[src/rtl/burst_seq_pkg.sv]
package burst_seq_pkg;

  // Command pin values {csN, rasN, casN, weN}
  typedef enum logic [3:0] {
    CMD_NOP = 4'b0111,
    CMD_ACT = 4'b0011,
    CMD_RD  = 4'b0101,
    CMD_WR  = 4'b0100,
    CMD_PRE = 4'b0010
  } cmd_e;

  // Strobes from control to datapath
  typedef struct packed {
    logic capture;   // request accepted this cycle
    logic issuePre;  // drive precharge
    logic issueAct;  // drive activate
    logic issueCol;  // drive read or write
    logic finish;    // burst time elapsed
  } strobe_t;

endpackage

[src/rtl/burst_seq_ctrl.sv]
module burst_seq_ctrl
  import burst_seq_pkg::*;
#(
  parameter int DLY_W = 4
) (
  input  logic             clk,
  input  logic             rstN,
  input  logic             reqValid,
  input  logic             bankOpen,
  input  logic             rowHit,
  input  logic [DLY_W-1:0] actDly,
  input  logic [DLY_W-1:0] preDly,
  input  logic             burst8,
  output logic             reqReady,
  output strobe_t          strb
);

  localparam int BURST_CYC4 = 2;
  localparam int BURST_CYC8 = 4;

  typedef enum logic [2:0] {
    S_IDLE, S_PRE, S_PWAIT, S_ACT, S_AWAIT, S_COL, S_BURST, S_DONE
  } state_e;

  state_e          state;
  logic [DLY_W-1:0] waitCnt;

  always_ff @(posedge clk or negedge rstN) begin
    if (!rstN) begin
      state   <= S_IDLE;
      waitCnt <= '0;
    end else begin
      unique case (state)
        S_IDLE: if (reqValid) begin
          if (!bankOpen)   state <= S_ACT;
          else if (rowHit) state <= S_COL;
          else             state <= S_PRE;
        end
        S_PRE: begin
          if (preDly <= DLY_W'(1)) state <= S_ACT;
          else begin
            waitCnt <= preDly - DLY_W'(2);
            state   <= S_PWAIT;
          end
        end
        S_PWAIT: begin
          if (waitCnt == '0) state <= S_ACT;
          else waitCnt <= waitCnt - DLY_W'(1);
        end
        S_ACT: begin
          if (actDly <= DLY_W'(1)) state <= S_COL;
          else begin
            waitCnt <= actDly - DLY_W'(2);
            state   <= S_AWAIT;
          end
        end
        S_AWAIT: begin
          if (waitCnt == '0) state <= S_COL;
          else waitCnt <= waitCnt - DLY_W'(1);
        end
        S_COL: begin
          waitCnt <= burst8 ? DLY_W'(BURST_CYC8 - 2) : DLY_W'(BURST_CYC4 - 2);
          state   <= S_BURST;
        end
        S_BURST: begin
          if (waitCnt == '0) state <= S_DONE;
          else waitCnt <= waitCnt - DLY_W'(1);
        end
        S_DONE: state <= S_IDLE;
        default: state <= S_IDLE;
      endcase
    end
  end

  assign reqReady = (state == S_IDLE);

  always_comb begin
    strb          = '0;
    strb.capture  = (state == S_IDLE) && reqValid;
    strb.issuePre = (state == S_PRE);
    strb.issueAct = (state == S_ACT);
    strb.issueCol = (state == S_COL);
    strb.finish   = (state == S_DONE);
  end

endmodule

[src/rtl/burst_seq_dp.sv]
module burst_seq_dp
  import burst_seq_pkg::*;
#(
  parameter int BANK_W = 3,
  parameter int ROW_W  = 16,
  parameter int COL_W  = 10,
  parameter int AP_BIT = 10,
  parameter int DLY_W  = 4
) (
  input  logic              clk,
  input  logic              rstN,
  input  strobe_t           strb,
  input  logic              reqWrite,
  input  logic              reqAutoPre,
  input  logic [BANK_W-1:0] reqBank,
  input  logic [ROW_W-1:0]  reqRow,
  input  logic [COL_W-1:0]  reqCol,
  input  logic              cfgBurst8,
  input  logic [DLY_W-1:0]  cfgActDelay,
  input  logic [DLY_W-1:0]  cfgPreDelay,
  output logic              bankOpen,
  output logic              rowHit,
  output logic [DLY_W-1:0]  actDly,
  output logic [DLY_W-1:0]  preDly,
  output logic              burst8,
  output logic [3:0]        cmdPins,
  output logic [BANK_W-1:0] cmdBank,
  output logic [ROW_W-1:0]  cmdAddr,
  output logic              done
);

  localparam int NBANK = 1 << BANK_W;

  logic [BANK_W-1:0] latBank;
  logic [ROW_W-1:0]  latRow;
  logic [COL_W-1:0]  latCol;
  logic              latWrite, latAp;

  logic             openVld [NBANK];
  logic [ROW_W-1:0] openRow [NBANK];
  logic [NBANK-1:0] matchVec;

  // Request and configuration capture
  always_ff @(posedge clk or negedge rstN) begin
    if (!rstN) begin
      latBank <= '0; latRow <= '0; latCol <= '0;
      latWrite <= 1'b0; latAp <= 1'b0;
      burst8 <= 1'b0; actDly <= '0; preDly <= '0;
    end else if (strb.capture) begin
      latBank  <= reqBank;
      latRow   <= reqRow;
      latCol   <= reqCol;
      latWrite <= reqWrite;
      latAp    <= reqAutoPre;
      burst8   <= cfgBurst8;
      actDly   <= cfgActDelay;
      preDly   <= cfgPreDelay;
    end
  end

  // Open-row table
  always_ff @(posedge clk or negedge rstN) begin
    if (!rstN) begin
      for (int b = 0; b < NBANK; b++) begin
        openVld[b] <= 1'b0;
        openRow[b] <= '0;
      end
    end else begin
      for (int b = 0; b < NBANK; b++) begin
        if (latBank == BANK_W'(b)) begin
          if (strb.issueAct) begin
            openVld[b] <= 1'b1;
            openRow[b] <= latRow;
          end else if (strb.issuePre || (strb.issueCol && latAp)) begin
            openVld[b] <= 1'b0;
          end
        end
      end
    end
  end

  for (genvar g = 0; g < NBANK; g++) begin : g_match
    assign matchVec[g] = openVld[g] && (openRow[g] == reqRow);
  end

  assign bankOpen = openVld[reqBank];
  assign rowHit   = matchVec[reqBank];

  // Command and address mux
  logic [ROW_W-1:0] colAddr;
  always_comb begin
    colAddr                = '0;
    colAddr[COL_W-1:0]     = latCol;
    colAddr[AP_BIT]        = latAp;
  end

  always_comb begin
    cmdPins = CMD_NOP;
    cmdBank = '0;
    cmdAddr = '0;
    if (strb.issuePre) begin
      cmdPins = CMD_PRE;
      cmdBank = latBank;
    end else if (strb.issueAct) begin
      cmdPins = CMD_ACT;
      cmdBank = latBank;
      cmdAddr = latRow;
    end else if (strb.issueCol) begin
      cmdPins = latWrite ? CMD_WR : CMD_RD;
      cmdBank = latBank;
      cmdAddr = colAddr;
    end
  end

  assign done = strb.finish;

endmodule

[src/rtl/burst_cmd_seq.sv]
module burst_cmd_seq
  import burst_seq_pkg::*;
#(
  parameter int BANK_W = 3,
  parameter int ROW_W  = 16,
  parameter int COL_W  = 10,
  parameter int AP_BIT = 10,
  parameter int DLY_W  = 4
) (
  input  logic              clk,
  input  logic              rstN,
  input  logic              reqValid,
  output logic              reqReady,
  input  logic              reqWrite,
  input  logic              reqAutoPre,
  input  logic [BANK_W-1:0] reqBank,
  input  logic [ROW_W-1:0]  reqRow,
  input  logic [COL_W-1:0]  reqCol,
  input  logic              cfgBurst8,
  input  logic [DLY_W-1:0]  cfgActDelay,
  input  logic [DLY_W-1:0]  cfgPreDelay,
  output logic              cmdCsN,
  output logic              cmdRasN,
  output logic              cmdCasN,
  output logic              cmdWeN,
  output logic [BANK_W-1:0] cmdBank,
  output logic [ROW_W-1:0]  cmdAddr,
  output logic              done
);

  strobe_t          strb;
  logic             bankOpen, rowHit, burst8;
  logic [DLY_W-1:0] actDly, preDly;
  logic [3:0]       cmdPins;

  burst_seq_ctrl #(.DLY_W(DLY_W)) i_ctrl (
    .clk(clk), .rstN(rstN), .reqValid(reqValid),
    .bankOpen(bankOpen), .rowHit(rowHit),
    .actDly(actDly), .preDly(preDly), .burst8(burst8),
    .reqReady(reqReady), .strb(strb)
  );

  burst_seq_dp #(
    .BANK_W(BANK_W), .ROW_W(ROW_W), .COL_W(COL_W), .AP_BIT(AP_BIT), .DLY_W(DLY_W)
  ) i_dp (
    .clk(clk), .rstN(rstN), .strb(strb),
    .reqWrite(reqWrite), .reqAutoPre(reqAutoPre), .reqBank(reqBank),
    .reqRow(reqRow), .reqCol(reqCol),
    .cfgBurst8(cfgBurst8), .cfgActDelay(cfgActDelay), .cfgPreDelay(cfgPreDelay),
    .bankOpen(bankOpen), .rowHit(rowHit),
    .actDly(actDly), .preDly(preDly), .burst8(burst8),
    .cmdPins(cmdPins), .cmdBank(cmdBank), .cmdAddr(cmdAddr), .done(done)
  );

  assign {cmdCsN, cmdRasN, cmdCasN, cmdWeN} = cmdPins;

endmodule

[config.mk]
export PLATFORM = sky130hd
export DESIGN_NAME = burst_cmd_seq
export DESIGN_NICKNAME = d
export VERILOG_FILES = /design/src/rtl/burst_seq_pkg.sv /design/src/rtl/burst_seq_ctrl.sv /design/src/rtl/burst_seq_dp.sv /design/src/rtl/burst_cmd_seq.sv
export SDC_FILE = /design/constraint.sdc
export NUM_CORES = 1
export LEC_CHECK = 0
export ABC_AREA = 1
export BUFFER_PORTS_ARGS = -buffer_cell sky130_fd_sc_hd__buf_2
export CAP_MARGIN = 20
export CORE_MARGIN = 10
export CORE_UTILIZATION = 61
export CTS_CLUSTER_DIAMETER = 30
export DETAILED_ROUTE_END_ITERATION = 8
export PLACE_DENSITY_LB_ADDON = 0.25
export SYNTH_ARGS = -nofsm -noshare
export SYNTH_HDL_FRONTEND = slang
export SYNTH_HIERARCHICAL = 1
export SYNTH_SLANG_ARGS = --single-unit
export TNS_END_PERCENT = 30
[constraint.sdc]
create_clock -name clk -period 3 [get_ports clk]
set_clock_uncertainty 0.1 [all_clocks]
set_input_delay 0.3 -clock clk [delete_from_list [all_inputs] [get_ports clk]]
set_output_delay 0.3 -clock clk [all_outputs]
set_load 0.05 [all_outputs]
==> impl_metrics.tcl <==
set metrics [dict create \
    syn_avg_cell_area_um2 7.44 \
    cts.sinks 183 \
    finalSetupViolCount 0 \
    fmax_mhz 356 \
    synth-compound-area-share_pct 12.4 \
    path_max_fanout 13 \
    cts_buffer_depth 2 \
    slew_headroom_pct 50.9 \
    wire_per_inst_um 15.9 \
    utilization_pct 70.3 \
    critPathTopFamily "simple AND/OR/NAND/NOR gates" \
    grt_util_all_layers_pct 24.4 \
    drt-total-wl_mm 24.4 \
    synthTopCellsByArea "dfrtp_1, nand2_1, o21ai_0" \
    finalNonFillerCells 1537 \
    die_w_um 145 \
    reg2reg_slack_ns 0.51 \
    synth_area_um2 9460 \
    vdd_drop_max_uv 898 \
    yosys-mux-area-fraction_pct 1.19 \
    synth-simple-area-share_pct 26.2 \
    min_path_cells 3 \
    gp_congestion 0.940 \
    synth_xor_area_share_pct 2.22 \
    power_density_nw_per_um2 963 \
    fin_crit_sh_pct 93.6 \
    numCtsBuffers 17 \
    fin_crit_ns 2.81 \
    placed_area_um2 9910 \
    synth-adder-area-share_pct 0.926 \
    cap_violations 0 \
    hold_path.class "primary input to flop" \
    worstPathArrival_ns 2.41 \
    multi_input_area_um2 4070 \
    dr.pass1.iters 5 \
    clk_pin_slew_ns 0.07 \
    vias_per_cell 5.50 \
    startpoint_type "flop" \
    drc_errors 0 \
    synthCells 1271 \
    synth_top_family_by_area "simple AND/OR/NAND/NOR gates" \
    r2r_start "i_ctrl/state[1]" \
    start_util_pct 62.2 \
    coreArea_um2 15200 \
    crit_slowest_cell "dfrtp_1" \
    ff2ff_path_depth 11 \
    port_buffers 66 \
    slowest_delay_ns 0.43 \
    worstSetupPathType "flop to output pin" \
    clock_latency_ns 0.43 \
    grt_pass1_wl_mm 40.4 \
    route.vias.total 8460 \
    synth-seq-cells 183 \
    required_ns 2.60 \
    synth_cell_type_count 34 \
    crit_buf_inv 2 \
    synth_nets 1321 \
    yosysWarnings 6 \
    rr_endpoint "i_dp/openRow[106]" \
    fin_area_um2 10700 \
    place_hpwl_mm 16.8 \
    finalNetCount 1386 \
    hold-path-endpoint "i_dp/latRow[9]" \
    layout_setup_ws_ns 0.193 \
    layout-drive-gt1-share_pct 11.5 \
    fillers 1245 \
    cts_tree "done" \
    worstSetupStartpoint "i_ctrl/state[0]" \
    die_area_um2 20900 \
    tightest_slew_ns 0.737 \
    grt_max_degree 79 \
    grt_pass1_vias 8114 \
    outcome "finished, final reports clean" \
    yosys.area.top_type "dfrtp_1" \
    ff_latch_area_um2 4580 \
    dp_cells 1483 \
    num_rows 45 \
    die_h_um 145 \
    drv_slew 0 \
    layout-area-overhead-vs-synth_pct 12.9 \
    antenna_found_initial 1 \
    p_leak_nw 5.25 \
    worstPathCellList "ha_1, nand2_4, inv_2, nor2_2, nand2_2, o22ai_1, buf_2" \
    crit_path_end_kind "output pin" \
    rsz0062_at_grt "no" \
    dpl_worst_slack_ns 0.543 \
    route.antenna.remaining_nets 0 \
    worstHoldStart "reqRow[9]" \
    htreeDepth 4 \
    cts_root_buf "clkbuf_16" \
    ios 68 \
    overflow 0 \
    synth_top_area_share_pct 48.4 \
    drt_iter0_drc 749 \
    finalHoldViolCount 0 \
    seq_area_frac_synth_pct 48.4 \
]
## how the worst max path moves through the flow
stage	end	slack [ns]	cells past startpoint
floorplan	cmdAddr[0]	-0.23	8
global placement	cmdAddr[12]	0.60	6
detailed placement	cmdAddr[13]	0.54	6
CTS	cmdAddr[13]	0.08	6
global route	cmdAddr[6]	0.03	7
finish	cmdAddr[6]	0.19	7
## cell usage after synthesis
master	count
inv_2	2
a21oi_1	11
inv_1	146
a21oi_2	1
nand4_1	13
clkbuf_1	44
xor2_1	3
o22ai_1	11
clkinv_1	2
buf_6	2
nor2_4	1
nor4_1	7
nand3_1	48
a32o_1	1
conb_1	1
nand2_4	1
nor3_1	2
nor2_1	83
nand2_2	4
nor2_2	2
o21ai_2	2
inv_4	1
or2_2	17
buf_2	8
and3_1	1
xnor2_1	21
dfrtp_1	183
o21ai_0	197
a31oi_1	1
o21ai_1	4
nand2_1	432
ha_1	7
buf_4	2
mux2_2	10
## worst register-to-register path, cell delays in order, from the launching register on
cell     delay, ns
dfrtp_1       0.43
ha_1          0.30
nand2_4       0.14
inv_2         0.22
nor2_2        0.11
nand2_1       0.11
inv_2         0.07
nor4_1        0.31
nand2_1       0.09
buf_4         0.26
nand2_1       0.11
o21ai_0       0.09
## power breakdown
part | internal [W] | switching (W) | total [W]
logic | 0.00133 | 0.00274 | 0.00407
registers | 0.00345 | 0.000671 | 0.00412
clock network | 0.00115 | 0.000946 | 0.00210
## flip-flops by register name, indices dropped and copies added (netlist names)
| register | flops |
|---|---|
| i_ctrl/state | 3 |
| i_ctrl/waitCnt | 4 |
| i_dp/actDly | 4 |
| i_dp/burst8 | 1 |
| i_dp/latAp | 1 |
| i_dp/latBank | 3 |
| i_dp/latCol | 10 |
| i_dp/latRow | 16 |
| i_dp/latWrite | 1 |
| i_dp/openRow | 128 |
| i_dp/openVld | 8 |
| i_dp/preDly | 4 |
## through the flow
| step | total power, W | TNS (ns) | hold WS (ns) |
|---|---|---|---|
| 2_1_floorplan | 0.00705 | -2.03 | -0.0956 |
| 3_3_place_gp | 0.00798 | 0 | 0.277 |
| 3_5_place_dp | 0.00813 | 0 | 0.279 |
| 4_1_cts | 0.0103 | 0 | 0.0182 |
| 5_1_grt | 0.0111 | 0 | 0.0374 |
| 6_report | 0.0103 | 0 | 0.0278 |
## cells by family after synthesis
family / Yosys count
simple gates: 611
flops: 183
mux: 10
other cells: 1
fa+ha+maj: 7
xor+xnor: 24
compound gates: 228
buf+inv: 207
## what timing repair did
| action | CTS | global route |
|---|---|---|
| hold endpoints to repair | 96 | 0 |
| gates resized for setup | 0 | 2 |
| setup endpoints to repair | 0 | 16 |
| buffers inserted | 0 | 0 |
| hold buffers | 22 | 0 |
## metal layers
layer  vias up  track usage (%)  wire length, um
met5         -                0                0
met3        44             6.00             1950
met1      3970             32.0            10600
met2       315             38.5            11100
met4         0             9.15              668
li1       4131                -                -
## area by class of cell
cell class	count	share of cell area (%)
Sequential cell	183	42.9
Multi-Input combinational cell	881	38.1
Timing Repair Buffer	102	6.31
Inverter	151	5.33
Clock buffer	18	4.11
Tap cell	188	2.20
Clock inverter	13	1.01
Antenna cell	1	0.0234
## placed cells by master (no fill, tap or decap), types with 2 or more instances in the layout
master	count
xnor2_1	21
nor3_1	2
nand3_1	48
o21ai_0	197
clkinv_2	6
o21ai_1	4
nor2_2	2
o22ai_1	11
clkinv_1	2
nor4_1	7
nand2_1	430
nand4_1	13
o21ai_2	2
dlygate4sd3_1	22
buf_4	13
mux2_2	10
inv_2	2
nand2_2	6
buf_2	65
dfrtp_1	183
inv_1	146
clkinvlp_4	4
xor2_1	3
nor2_1	83
or2_2	17
a21oi_1	11
ha_1	7
clkbuf_16	17
Power figures use the tool's default switching activity.
